### config.mk
export PLATFORM = sky130hd
export DESIGN_NAME = irq_status_unit
export DESIGN_NICKNAME = d
export VERILOG_FILES = /design/src/rtl/irq_stat_pkg.sv /design/src/rtl/irq_sync.sv /design/src/rtl/irq_deglitch.sv /design/src/rtl/irq_flag_bank.sv /design/src/rtl/irq_status_unit.sv
export SDC_FILE = /design/constraint.sdc
export NUM_CORES = 1
export LEC_CHECK = 0
export ABC_AREA = 1
export BUFFER_PORTS_ARGS = -buffer_cell sky130_fd_sc_hd__buf_4
export CORE_ASPECT_RATIO = 0.75
export CORE_MARGIN = 10
export CORE_UTILIZATION = 35
export CTS_BUF_LIST = sky130_fd_sc_hd__clkbuf_8
export CTS_CLUSTER_DIAMETER = 100
export CTS_CLUSTER_SIZE = 25
export DETAILED_ROUTE_END_ITERATION = 7
export GPL_TIMING_DRIVEN = 0
export PLACE_DENSITY = 0.55
export SLEW_MARGIN = 20
export SYNTH_ARGS = -nofsm -noshare
export SYNTH_HDL_FRONTEND = slang
export SYNTH_SLANG_ARGS = --single-unit
### constraint.sdc
create_clock -name clk -period 1.1 [get_ports clk]
set_input_delay 0.11 -clock clk [delete_from_list [all_inputs] [get_ports clk]]
set_output_delay 0.11 -clock clk [all_outputs]
set_load 0.02 [all_outputs]
### src/rtl/irq_stat_pkg.sv
package irq_stat_pkg;
  localparam int STAT_W = 16;

  // status word bit positions (software decodes these)
  localparam int B_FAST  = 0;
  localparam int B_BATT  = 1;
  localparam int B_WDOG  = 2;
  localparam int B_MEDIA = 3;
  localparam int B_CODEC = 4;
  localparam int B_EXT1  = 5;
  localparam int B_EXT2  = 6;
  localparam int B_EXT3  = 7;
  localparam int B_TMR1  = 8;
  localparam int B_TMR2  = 9;
  localparam int B_RTC   = 10;
  localparam int B_TICK  = 11;
  localparam int B_UTX   = 12;
  localparam int B_URX   = 13;
  localparam int B_UMS   = 14;
  localparam int B_SSI   = 15;

  // synchronized pin vector layout
  localparam int NPIN  = 7;
  localparam int P_FAST = 0;
  localparam int P_EXT1 = 1;
  localparam int P_EXT2 = 2;
  localparam int P_EXT3 = 3;
  localparam int P_PWR  = 4;
  localparam int P_BOK  = 5;
  localparam int P_MED  = 6;
  localparam logic [NPIN-1:0] PIN_IDLE = 7'b0101111;

  // latched flag layout
  localparam int NLAT    = 5;
  localparam int L_BATT  = 0;
  localparam int L_WDOG  = 1;
  localparam int L_MEDIA = 2;
  localparam int L_CODEC = 3;
  localparam int L_TICK  = 4;

  // filtered signals
  localparam int NFLT  = 2;
  localparam int F_BATT = 0;
  localparam int F_MED  = 1;

  localparam int NFIQ = 4;
endpackage

### src/rtl/irq_sync.sv
module irq_sync #(
  parameter int              W   = 1,
  parameter logic [W-1:0]    RST = '0
) (
  input  logic         clk,
  input  logic         rst_n,
  input  logic [W-1:0] d,
  output logic [W-1:0] q
);
  logic [W-1:0] meta_q;
  logic [W-1:0] sync_q;

  always_ff @(posedge clk or negedge rst_n) begin
    if (!rst_n) begin
      meta_q <= RST;
      sync_q <= RST;
    end else begin
      meta_q <= d;
      sync_q <= meta_q;
    end
  end

  assign q = sync_q;
endmodule

### src/rtl/irq_deglitch.sv
module irq_deglitch #(
  parameter int W = 1
) (
  input  logic         clk,
  input  logic         rst_n,
  input  logic         smp_en,
  input  logic [W-1:0] d,
  output logic [W-1:0] q
);
  logic [W-1:0] smp_q, smp_nxt;
  logic [W-1:0] out_q, out_nxt;
  logic [W-1:0] agree;

  always_comb begin
    agree   = ~(d ^ smp_q);
    smp_nxt = smp_q;
    out_nxt = out_q;
    if (smp_en) begin
      smp_nxt = d;
      out_nxt = (agree & d) | (~agree & out_q);
    end
  end

  always_ff @(posedge clk or negedge rst_n) begin
    if (!rst_n) begin
      smp_q <= '0;
      out_q <= '0;
    end else begin
      smp_q <= smp_nxt;
      out_q <= out_nxt;
    end
  end

  assign q = out_q;
endmodule

### src/rtl/irq_flag_bank.sv
module irq_flag_bank #(
  parameter int N = 1
) (
  input  logic         clk,
  input  logic         rst_n,
  input  logic [N-1:0] set,
  input  logic [N-1:0] clr,
  input  logic [N-1:0] kill,
  output logic [N-1:0] q
);
  logic [N-1:0] flag_q;
  logic [N-1:0] flag_nxt;

  for (genvar i = 0; i < N; i++) begin : g_flag
    always_comb begin
      if (kill[i])      flag_nxt[i] = 1'b0;
      else if (set[i])  flag_nxt[i] = 1'b1;
      else if (clr[i])  flag_nxt[i] = 1'b0;
      else              flag_nxt[i] = flag_q[i];
    end

    always_ff @(posedge clk or negedge rst_n) begin
      if (!rst_n) flag_q[i] <= 1'b0;
      else        flag_q[i] <= flag_nxt[i];
    end
  end

  assign q = flag_q;
endmodule

### src/rtl/irq_status_unit.sv
module irq_status_unit
  import irq_stat_pkg::*;
(
  input  logic              clk,
  input  logic              rst_n,
  input  logic              smp_en,
  input  logic              tick_en,
  input  logic              standby,
  input  logic              fast_n,
  input  logic              ext1_n,
  input  logic              ext2_n,
  input  logic              ext3_n,
  input  logic              pwr_absent,
  input  logic              batt_good,
  input  logic              media_pin,
  input  logic              codec_req,
  input  logic              tmr1_req,
  input  logic              tmr2_req,
  input  logic              rtc_req,
  input  logic              utx_req,
  input  logic              urx_req,
  input  logic              ums_req,
  input  logic              ssi_req,
  input  logic              rd_en,
  input  logic              eoi_batt,
  input  logic              eoi_tick,
  input  logic              eoi_media,
  input  logic              eoi_codec,
  input  logic [NFIQ-1:0]   fiq_mask,
  output logic [STAT_W-1:0] rd_data,
  output logic              fiq
);
  logic [NPIN-1:0]   pin_raw, pin_s;
  logic [NFLT-1:0]   flt_in, flt_q;
  logic              batt_filt, med_filt;
  logic              med_prev_q, med_prev_nxt, med_rise;
  logic [NLAT-1:0]   lat_set, lat_clr, lat_kill, lat_q;
  logic [STAT_W-1:0] stat_w;
  logic [STAT_W-1:0] rd_q, rd_nxt;

  assign pin_raw = {media_pin, batt_good, pwr_absent, ext3_n, ext2_n, ext1_n, fast_n};

  irq_sync #(.W(NPIN), .RST(PIN_IDLE)) u_sync (
    .clk(clk), .rst_n(rst_n), .d(pin_raw), .q(pin_s)
  );

  always_comb begin
    flt_in         = '0;
    flt_in[F_BATT] = pin_s[P_PWR] & ~pin_s[P_BOK];
    flt_in[F_MED]  = pin_s[P_MED];
  end

  irq_deglitch #(.W(NFLT)) u_dg (
    .clk(clk), .rst_n(rst_n), .smp_en(smp_en), .d(flt_in), .q(flt_q)
  );

  assign batt_filt = flt_q[F_BATT];
  assign med_filt  = flt_q[F_MED];

  // media edge detector on the filtered level
  always_comb begin
    med_prev_nxt = med_filt;
    med_rise     = med_filt & ~med_prev_q;
  end

  always_ff @(posedge clk or negedge rst_n) begin
    if (!rst_n) med_prev_q <= 1'b0;
    else        med_prev_q <= med_prev_nxt;
  end

  always_comb begin
    lat_set           = '0;
    lat_clr           = '0;
    lat_kill          = '0;
    lat_set[L_BATT]   = batt_filt;
    lat_set[L_WDOG]   = tick_en & lat_q[L_TICK];
    lat_set[L_MEDIA]  = med_rise;
    lat_set[L_CODEC]  = codec_req;
    lat_set[L_TICK]   = tick_en;
    lat_clr[L_BATT]   = eoi_batt;
    lat_clr[L_WDOG]   = eoi_tick;
    lat_clr[L_MEDIA]  = eoi_media;
    lat_clr[L_CODEC]  = eoi_codec;
    lat_clr[L_TICK]   = eoi_tick;
    lat_kill[L_BATT]  = standby;
    lat_kill[L_WDOG]  = standby;
  end

  irq_flag_bank #(.N(NLAT)) u_flags (
    .clk(clk), .rst_n(rst_n), .set(lat_set), .clr(lat_clr),
    .kill(lat_kill), .q(lat_q)
  );

  always_comb begin
    stat_w          = '0;
    stat_w[B_FAST]  = ~pin_s[P_FAST];
    stat_w[B_BATT]  = lat_q[L_BATT];
    stat_w[B_WDOG]  = lat_q[L_WDOG];
    stat_w[B_MEDIA] = lat_q[L_MEDIA];
    stat_w[B_CODEC] = lat_q[L_CODEC];
    stat_w[B_EXT1]  = ~pin_s[P_EXT1];
    stat_w[B_EXT2]  = ~pin_s[P_EXT2];
    stat_w[B_EXT3]  = ~pin_s[P_EXT3];
    stat_w[B_TMR1]  = tmr1_req;
    stat_w[B_TMR2]  = tmr2_req;
    stat_w[B_RTC]   = rtc_req;
    stat_w[B_TICK]  = lat_q[L_TICK];
    stat_w[B_UTX]   = utx_req;
    stat_w[B_URX]   = urx_req;
    stat_w[B_UMS]   = ums_req;
    stat_w[B_SSI]   = ssi_req;
  end

  assign fiq = |(stat_w[NFIQ-1:0] & fiq_mask);

  always_comb begin
    rd_nxt = rd_en ? stat_w : '0;
  end

  always_ff @(posedge clk or negedge rst_n) begin
    if (!rst_n) rd_q <= '0;
    else        rd_q <= rd_nxt;
  end

  assign rd_data = rd_q;
endmodule

Word level (Yosys, flattened, before mapping)
Index checks and enable logic that the tools add are counted.
- bits in registers: 40
- input bits: 29
- output and inout port bits: 17
- word-level logic and storage cells: 45
- mux-type cells: 12
- bitwise gates (word level): 16
- reductions and logical operators: 6
- operators with widths (kind ; count):
    $mux 16 ; 1
    $mux 1 ; 11
    $not 1->1 ; 6
    $reduce_bool 2->1 ; 3
    $reduce_bool 3->1 ; 2
    $and 2x2->2 ; 2
    $and 4x4->4 ; 1
    $not 2->2 ; 2
    $reduce_or 4->1 ; 1
    $and 1x1->1 ; 3
    $or 2x2->2 ; 1
    $xor 2x2->2 ; 1

Logic depth before layout (Yosys ltp)
Gate-level depths: netlist of run 1.
- depth after elaboration: 7
- gate-level depth with buffers: 4
- gate-level depth less buffers: 4

Hierarchy
From an unflattened synthesis of run 1, not the netlist that was laid out.
- cell total of the unflattened synthesis: 130
- area, all modules: 1398.8 um^2
- by module, submodules not included (module ; times used ; cells each ; area each (um^2) ; sequential area each (um^2)):
    irq_status_unit ; 1 ; 64 ; 609.3 ; 425.4
    irq_sync ; 1 ; 14 ; 362.8 ; 362.8
    irq_flag_bank ; 1 ; 25 ; 225.2 ; 125.1
    irq_deglitch ; 1 ; 27 ; 201.4 ; 100.1

Worst setup path after synthesis of run 1
Ideal clock, no wire load.
- kind: register -> output
- start: register u_sync.sync_q[0], in the netlist u_sync.q[0]
- end: output fiq
- arrival time: 0.748 ns
- data required time: 0.990 ns
- setup slack: 0.242 ns
- cell stages (with the launch flop): 4
- buffers on the path: 0
- path through: dfstp_2 > nor2_1 > nor2_1 > nand2_1
- word-level cells in the longest chain between the ends: 3
- RTL lines (item ; RTL line ; RTL):
    start: declaration ; irq_sync.sv:11 ; logic [W-1:0] sync_q;
    start signal: assignment ; irq_sync.sv:19 ; sync_q <= meta_q;
    $not 1->1 ; irq_status_unit.sv:96 ; stat_w[B_FAST] = ~pin_s[P_FAST];
    $and 4x4->4 ; irq_status_unit.sv:114 ; assign fiq = |(stat_w[NFIQ-1:0] & fiq_mask);
    $reduce_or 4->1 ; irq_status_unit.sv:114 ;
    end: declaration ; irq_status_unit.sv:31 ; output logic fiq
No other way between the ends.

Final worst setup path of run 1
Ends and elaborated chain as after synthesis.

==> summary.txt, run 1 <==
Place
  – Setup WS pre-CTS: 0.153 ns
  – DPL Wire Length: 1890 um
  – Number of port buffers: 45
  – Routability congestion estimate: 0.704
  – Placed Instances: 208

Route
  – DRT iter0 DRCs: 35
  – Routed len/inst: 11.5 um
  – DR vias/cell: 3.96
  – Drt first pass iters: 4
  – Total Wirelength: 2610 um
  – Remaining DRCs: 0
  – Antenna Violating Nets Remaining: 0
  – Via count: slightly below 900

STA
  – Relative slew slack: 0.673
  – Final-report hold violation count: 0
  – RSZ-0062 raised after global routing: yes
  – Final setup vio count: 1
  – Final period util: 1.14
  – Slew Limit Fails: 0
  – Max frequency: between 700 and 800 MHz
  – Worst-margin pin slew: 0.490 ns
  – Final Critical Period: 1.26 ns
  – Hold slack final: 0.00892 ns
  – Clk_skew: roughly 0.0040 ns
  – Setup ws final: -0.157 ns

Clocking
  – Worst-path clk slew: 0.07 ns
  – CTS tree: yes
  – TritonCTS buffer count: 5
  – Post-CTS setup buffer count: 0
  – Root buf cell: clkbuf_8
  – H-Tree Level Count: 2
  – Worst skew pair latency: between 0.2 and 0.3 ns
  – Clk sinks: 40
  – Clock buffer depth: 2

Synth
  – Post-synth cell types: 12
  – Syn avg cell area: 11.8 um^2
  – Simple-gate portion of the synthesized area: 0.103
  – Largest family of logic cells by synthesized area: simple AND/OR/NAND/NOR gates
  – Synth Area in XOR/XNOR: 0
  – Gate Count Post-Synth: 111
  – Mapped Area: 1310 um^2
  – Register area share after synthesis: 0.774
  – Compound-cell area share of the yosys netlist: 0.0458
  – Yosys reg bits: 40
  – Mux cell area share after synthesis: 0
  – Synthesized Nets: 140
  – Yosys synthesis warning count: 0
  – Adder-cell share of the synthesized area: 0

Critical path
  – Crit end category: primary output
  – Crit path largest cell delay: 0.54 ns
  – Critical path class: flip-flop to primary output
  – WP data required: between 0.9 and 1 ns
  – Crit path cell chain: nor2_2 > nor2_1 > nand2_1 > buf_6
  – Crit path launch type: flip-flop
  – CP max stage cell: dfstp_2
  – Arr. time, crit path: approximately 1.2 ns
  – Maximum fanout along the worst path: 2

Floorplanning
  – Cell Rows: 19
  – Die width: 90.6 um
  – Ports: 46
  – Height of the die: approximately 73 um
  – Initial Util: 0.360
  – CORE AREA: around 3600 um^2
  – Area of the die: 6620 um^2

Global route
  – Total gr overflow: 0
  – Number of global-route vias before repair: about 1000
  – Global-route wire length before repair: 4500 um
  – Largest net degree at the start of global routing: between 40 and 50
  – Initial antenna violation count: 0
  – GRT Resource Usage Total: 0.0858

Layout
  – Layout cells sized above 1: 0.379
  – Post-Route Utilization: 0.530
  – Fin cells: 226
  – Post-layout net count: 202
  – Commonest non-fill, non-tap cells in the layout: 45 x buf_4, 30 x dfrtp_1, 29 x nand2_1
  – Area grow syn2layout: 47.1%
  – Most common cell after layout, fill and taps aside: buf_4
  – Inserted Diodes: 0

Run
  – Max-cap violations: 0

Power and ir drop
  – Leakage power figure: 1.08 nW
  – Total power: approximately 3.1 mW
  – Pwr Density: 1620 nW/um^2
  – Peak VDD IR: approximately 0.75 mV

Outcome
  – Outcome: finished with violations
  – Violated checks: setup timing

Hold path
  – Min-delay worst type: input port to flip-flop
cell usage after synthesis:
cell type	instances	share of area
a21o_1	1	0.0057
a21oi_1	2	0.0076
buf_4	1	0.0057
dfrtp_1	30	0.57
dfstp_2	10	0.20
inv_1	25	0.072
nand2_1	29	0.083
nor2_1	7	0.020
o21ai_0	1	0.0038
o21ai_2	2	0.013
o21bai_1	1	0.0057
o22ai_1	2	0.0095
state kept, by name, indices dropped and copies added (netlist names), named ones only:
register	cells
med_prev_q	1
rd_data	16
u_dg.smp_q	2
u_flags.q	5
u_sync.meta_q	7
u_sync.q	7
per-layer routing:
metal  wire (um)  track usage
met1        1200       0.0931
met2        1150        0.141
met3         224       0.0421
met4          35       0.0370
met5           0            0
where the power goes:
| group | internal, mW | switching (mW) | leakage [nW] |
|---|---|---|---|
| combinational | 0.184 | 0.178 | 0.534 |
| sequential | 1.59 | 0.0438 | 0.483 |
| clock | 0.663 | 0.463 | 0.0593 |
| total | 2.43 | 0.685 | 1.08 |
final cells by class:
cell class                 count  area (um^2)
inverter                      25         93.8
sequential                    40         1010
multi-input combinational     45          198
timing repair buffer          55          442
fill                         331         1710
clock buffer                   5         68.8
clock inverter                 3         38.8
tap                           52         65.1
buffer                         1         7.51
critical path, delay by kind of cell, from the launching register on:
family / cells / cell delay [ns]
buffers and inverters: 1 / 0.13
flip-flops: 1 / 0.54
AND/OR/NAND/NOR: 3 / 0.20
per-stage QoR:
| stage | area, um^2 | setup TNS (ns) |
|---|---|---|
| 2_1_floorplan | 1310 | 0 |
| 3_3_place_gp | 1710 | 0 |
| 3_5_place_dp | 1710 | 0 |
| 4_1_cts | 1920 | -0.158 |
| 5_1_grt | 1930 | -0.204 |
| 6_report | 1930 | -0.157 |
final timing paths:
| kind | start | end | slack, ns | depth (start not counted) |
|---|---|---|---|---|
| setup / recovery | u_sync.q[0] | fiq | -0.16 | 4 |
| hold / removal | eoi_codec | u_flags.q[3] | 0.009 | 2 |
| setup reg to reg | flip-flop | flip-flop | 0.34 | 2 |
| hold reg to reg | u_sync.meta_q[6] | u_sync.q[6] | 0.35 | 0 |
| max in group asynchronous | rst_n | u_sync.q[5] | 0.40 | 2 |
| min in group asynchronous | rst_n | rd_data[4] | 0.34 | 2 |
logic make-up (layout without fill, tap and decap cells):
family                 after synthesis  after routing
AOI/OAI and AO/OA                    9              9
and+or+nand+nor                     36             36
buffers and inverters               26             89
DFF                                 40             40
what timing repair did:
action	4_1_cts	5_1_grt
endpoints found under the setup margin	1	1
pin swaps	0	3
endpoints found under the hold margin	40	0
resized for setup	1	1
hold buffers	10	0
No activity file was read; power rests on OpenSTA's default activity.
==> run 2, diff against run 1 <==
--- a/config.mk
+++ b/config.mk
@@ -17,2 +17,3 @@
 export GPL_TIMING_DRIVEN = 0
+export MAX_ROUTING_LAYER = met4
 export PLACE_DENSITY = 0.55
--- a/constraint.sdc
+++ b/constraint.sdc
@@ -3,2 +3,2 @@
 set_output_delay 0.11 -clock clk [all_outputs]
-set_load 0.02 [all_outputs]
+set_load 0.1 [all_outputs]
==> run 2 against run 1 <==
  * The flow still finishes with violations (setup timing)
  * Worst hold slack lost 0.0030 ns
  * Final cell count grew 0.88%
  * Utilization grew 0.65 points
  * Non-clock buffer count grew 2
  * Combinational power grew 72%
  * Count of clock-buffer cells in the layout is the same
  * Critical path type unchanged
  * Worst setup slack lost 0.057 ns
  * Largest cell class unchanged
  * Global-route usage grew 0.41 points
  * Sequential share of layout area shrank 0.64 points
  * Register-to-register slack lost 0.03 ns
  * Sequential cell count is the same
  * Clock power is essentially flat
==> summary.txt, run 2 (synthesis gave the netlist of run 1 again) <==
STA
  – Slew Limit Fails: 0 (unchanged)
  – Clk_skew: 0.00312 ns (-0.000897 ns)
  – Max frequency: 761 MHz (-4.4%)
  – Final setup vio count: 1 (unchanged)
  – Final period util: 1.19 (+0.0522)
  – Final Critical Period: 1.31 ns (+0.0575 ns)
  – Hold slack final: 0.00589 ns (-0.00303 ns)
  – RSZ-0062 raised after global routing: yes
  – Relative slew slack: 0.684 (+0.0103)
  – Worst-margin pin slew: 0.475 ns (-0.0155 ns)
  – Setup ws final: -0.214 ns (-0.0575 ns)
  – Final-report hold violation count: 0 (unchanged)

Critical path
  – Worst setup path endpoint: fiq
  – Worst setup path start: u_sync.q[0]
  – WP data required: 0.99 ns (about the same)
  – Arr. time, crit path: 1.20 ns (+0.05 ns)
  – Crit end category: primary output
  – Maximum fanout along the worst path: 2 (unchanged)
  – Setup slack, reg-to-reg: 0.31 ns (-0.03 ns)
  – Critical path class: flip-flop to primary output
  – Worst Reg2Reg Path Length in Cells: 2 (unchanged)
  – Crit path launch type: flip-flop

Route
  – Drt first pass iters: 3 (-1)
  – Total Wirelength: 2610 um (unchanged)
  – Via count: 900 (+0.67%)
  – Antenna Violating Nets Remaining: 0 (unchanged)
  – DR vias/cell: 3.95 (-0.21%)
  – Remaining DRCs: 0 (unchanged)
  – DRT iter0 DRCs: 67 (+91%)
  – Routed len/inst: 11.4 um (-0.88%)

Clocking
  – Post-CTS setup buffer count: 0 (unchanged)
  – Worst-path clk slew: 0.07 ns (about the same)
  – H-Tree Level Count: 2 (unchanged)
  – Root buf cell: clkbuf_8
  – Clock buffer depth: 2 (unchanged)
  – Worst skew pair latency: 0.29 ns (about the same)
  – Clk sinks: 40 (unchanged)
  – CTS tree: yes
  – TritonCTS buffer count: 5 (unchanged)

Power and ir drop
  – Peak VDD IR: 0.875 mV (+17%)
  – Pwr Density: 1750 nW/um^2 (+8.0%)
  – Total power: 3.41 mW (+9.3%)
  – Leakage power figure: 1.08 nW (+0.31%)

Layout
  – Inserted Diodes: 0 (unchanged)
  – Layout cells sized above 1: 0.381 (+0.00137)
  – Post-layout net count: 204 (+0.99%)
  – Area grow syn2layout: 48.9%
  – Commonest non-fill, non-tap cells in the layout: 45 x buf_4, 30 x dfrtp_1, 28 x nand2_1
  – Max FFs per register: 16 (unchanged)
  – Most common cell after layout, fill and taps aside: buf_4

Floorplanning
  – Cell Rows: 19 (unchanged)
  – Area of the die: 6620 um^2 (unchanged)
  – Initial Util: 0.360 (unchanged)
  – Die width: 90.6 um (unchanged)
  – Height of the die: 73.0 um (unchanged)
  – Ports: 46 (unchanged)
  – CORE AREA: 3640 um^2 (unchanged)

Global route
  – Largest net degree at the start of global routing: 41 (unchanged)
  – GRT Resource Usage Total: 0.0899 (+0.00410)
  – Global-route wire length before repair: 4520 um (+0.47%)
  – Initial antenna violation count: 0 (unchanged)
  – Number of global-route vias before repair: 1018 (+1.1%)
  – Total gr overflow: 0 (unchanged)

Run
  – Max-cap violations: 0 (unchanged)

Place
  – Number of port buffers: 45 (unchanged)
  – Routability congestion estimate: 0.668 (-5.2%)
  – DPL Wire Length: 1920 um (+1.9%)
  – Setup WS pre-CTS: 0.0488 ns (-0.104 ns)

Outcome
  – Violated checks: setup timing
  – Outcome: finished with violations

Hold path
  – Worst hold start: rtc_req
  – Min-delay worst type: input port to flip-flop
run 2: cell count changes in the layout (fill, tap and decap cells not counted), sizes merged:
| cell | change |
|---|---|
| inv | -1 |
| dlygate4sd3 | +2 |
| clkinvlp | +1 |
run 2: how the worst min path moves through the flow:
stage	endpoint	cells after the start
finish	rd_data[10]	3
global route	rd_data[10]	3
CTS	rd_data[10]	3
detailed placement	u_flags.q[2]	1
global placement	med_prev_q	1
floorplan	asynchronous set/reset pin	0
run 2: area by class of cell:
class | instances | area (um^2)
Buffer | 1 | 7.51
Clock buffer | 5 | 68.8
Clock inverter | 3 | 42.5
Fill cell | 342 | 1690
Inverter | 25 | 93.8
Multi-Input combinational cell | 45 | 198
Sequential cell | 40 | 1010
Tap cell | 52 | 65.1
Timing Repair Buffer | 57 | 462
run 2: worst max-delay path: stages, from the launching register on:
cell and delay (ns):
dfstp_2 0.54, nor2_1 0.04, nor2_1 0.10, nand2_2 0.06
buf_6 0.18
run 2: where the power goes:
part	total (mW)	switching, mW	internal [mW]
sequential	1.63	0.0483	1.59
clock	1.15	0.482	0.670
combinational	0.621	0.430	0.191
run 2: per-stage QoR:
step / instances / setup TNS (ns) / util / cell area, um^2
CTS: 228 / -0.237 / 0.536 / 1950
finish: 228 / -0.214 / 0.536 / 1950
global placement: 208 / 0 / 0.472 / 1720
global route: 228 / -0.273 / 0.536 / 1950
detailed placement: 208 / 0 / 0.472 / 1720
floorplan: 111 / 0 / - / 1310
run 2: layer usage:
layer | track usage | vias up | share of wire
li1 | - | 448 | -
met1 | 0.0979 | 408 | 0.43
met2 | 0.134 | 36 | 0.44
met3 | 0.0411 | 8 | 0.097
met4 | 0.0528 | 0 | 0.024
met5 | - | - | 0
run 2: timing repair:
action,CTS,global route
pin swaps,0,0
resized for setup,1,0
hold buffers,12,0
setup endpoints to repair,1,1
endpoints found under the hold margin,42,0
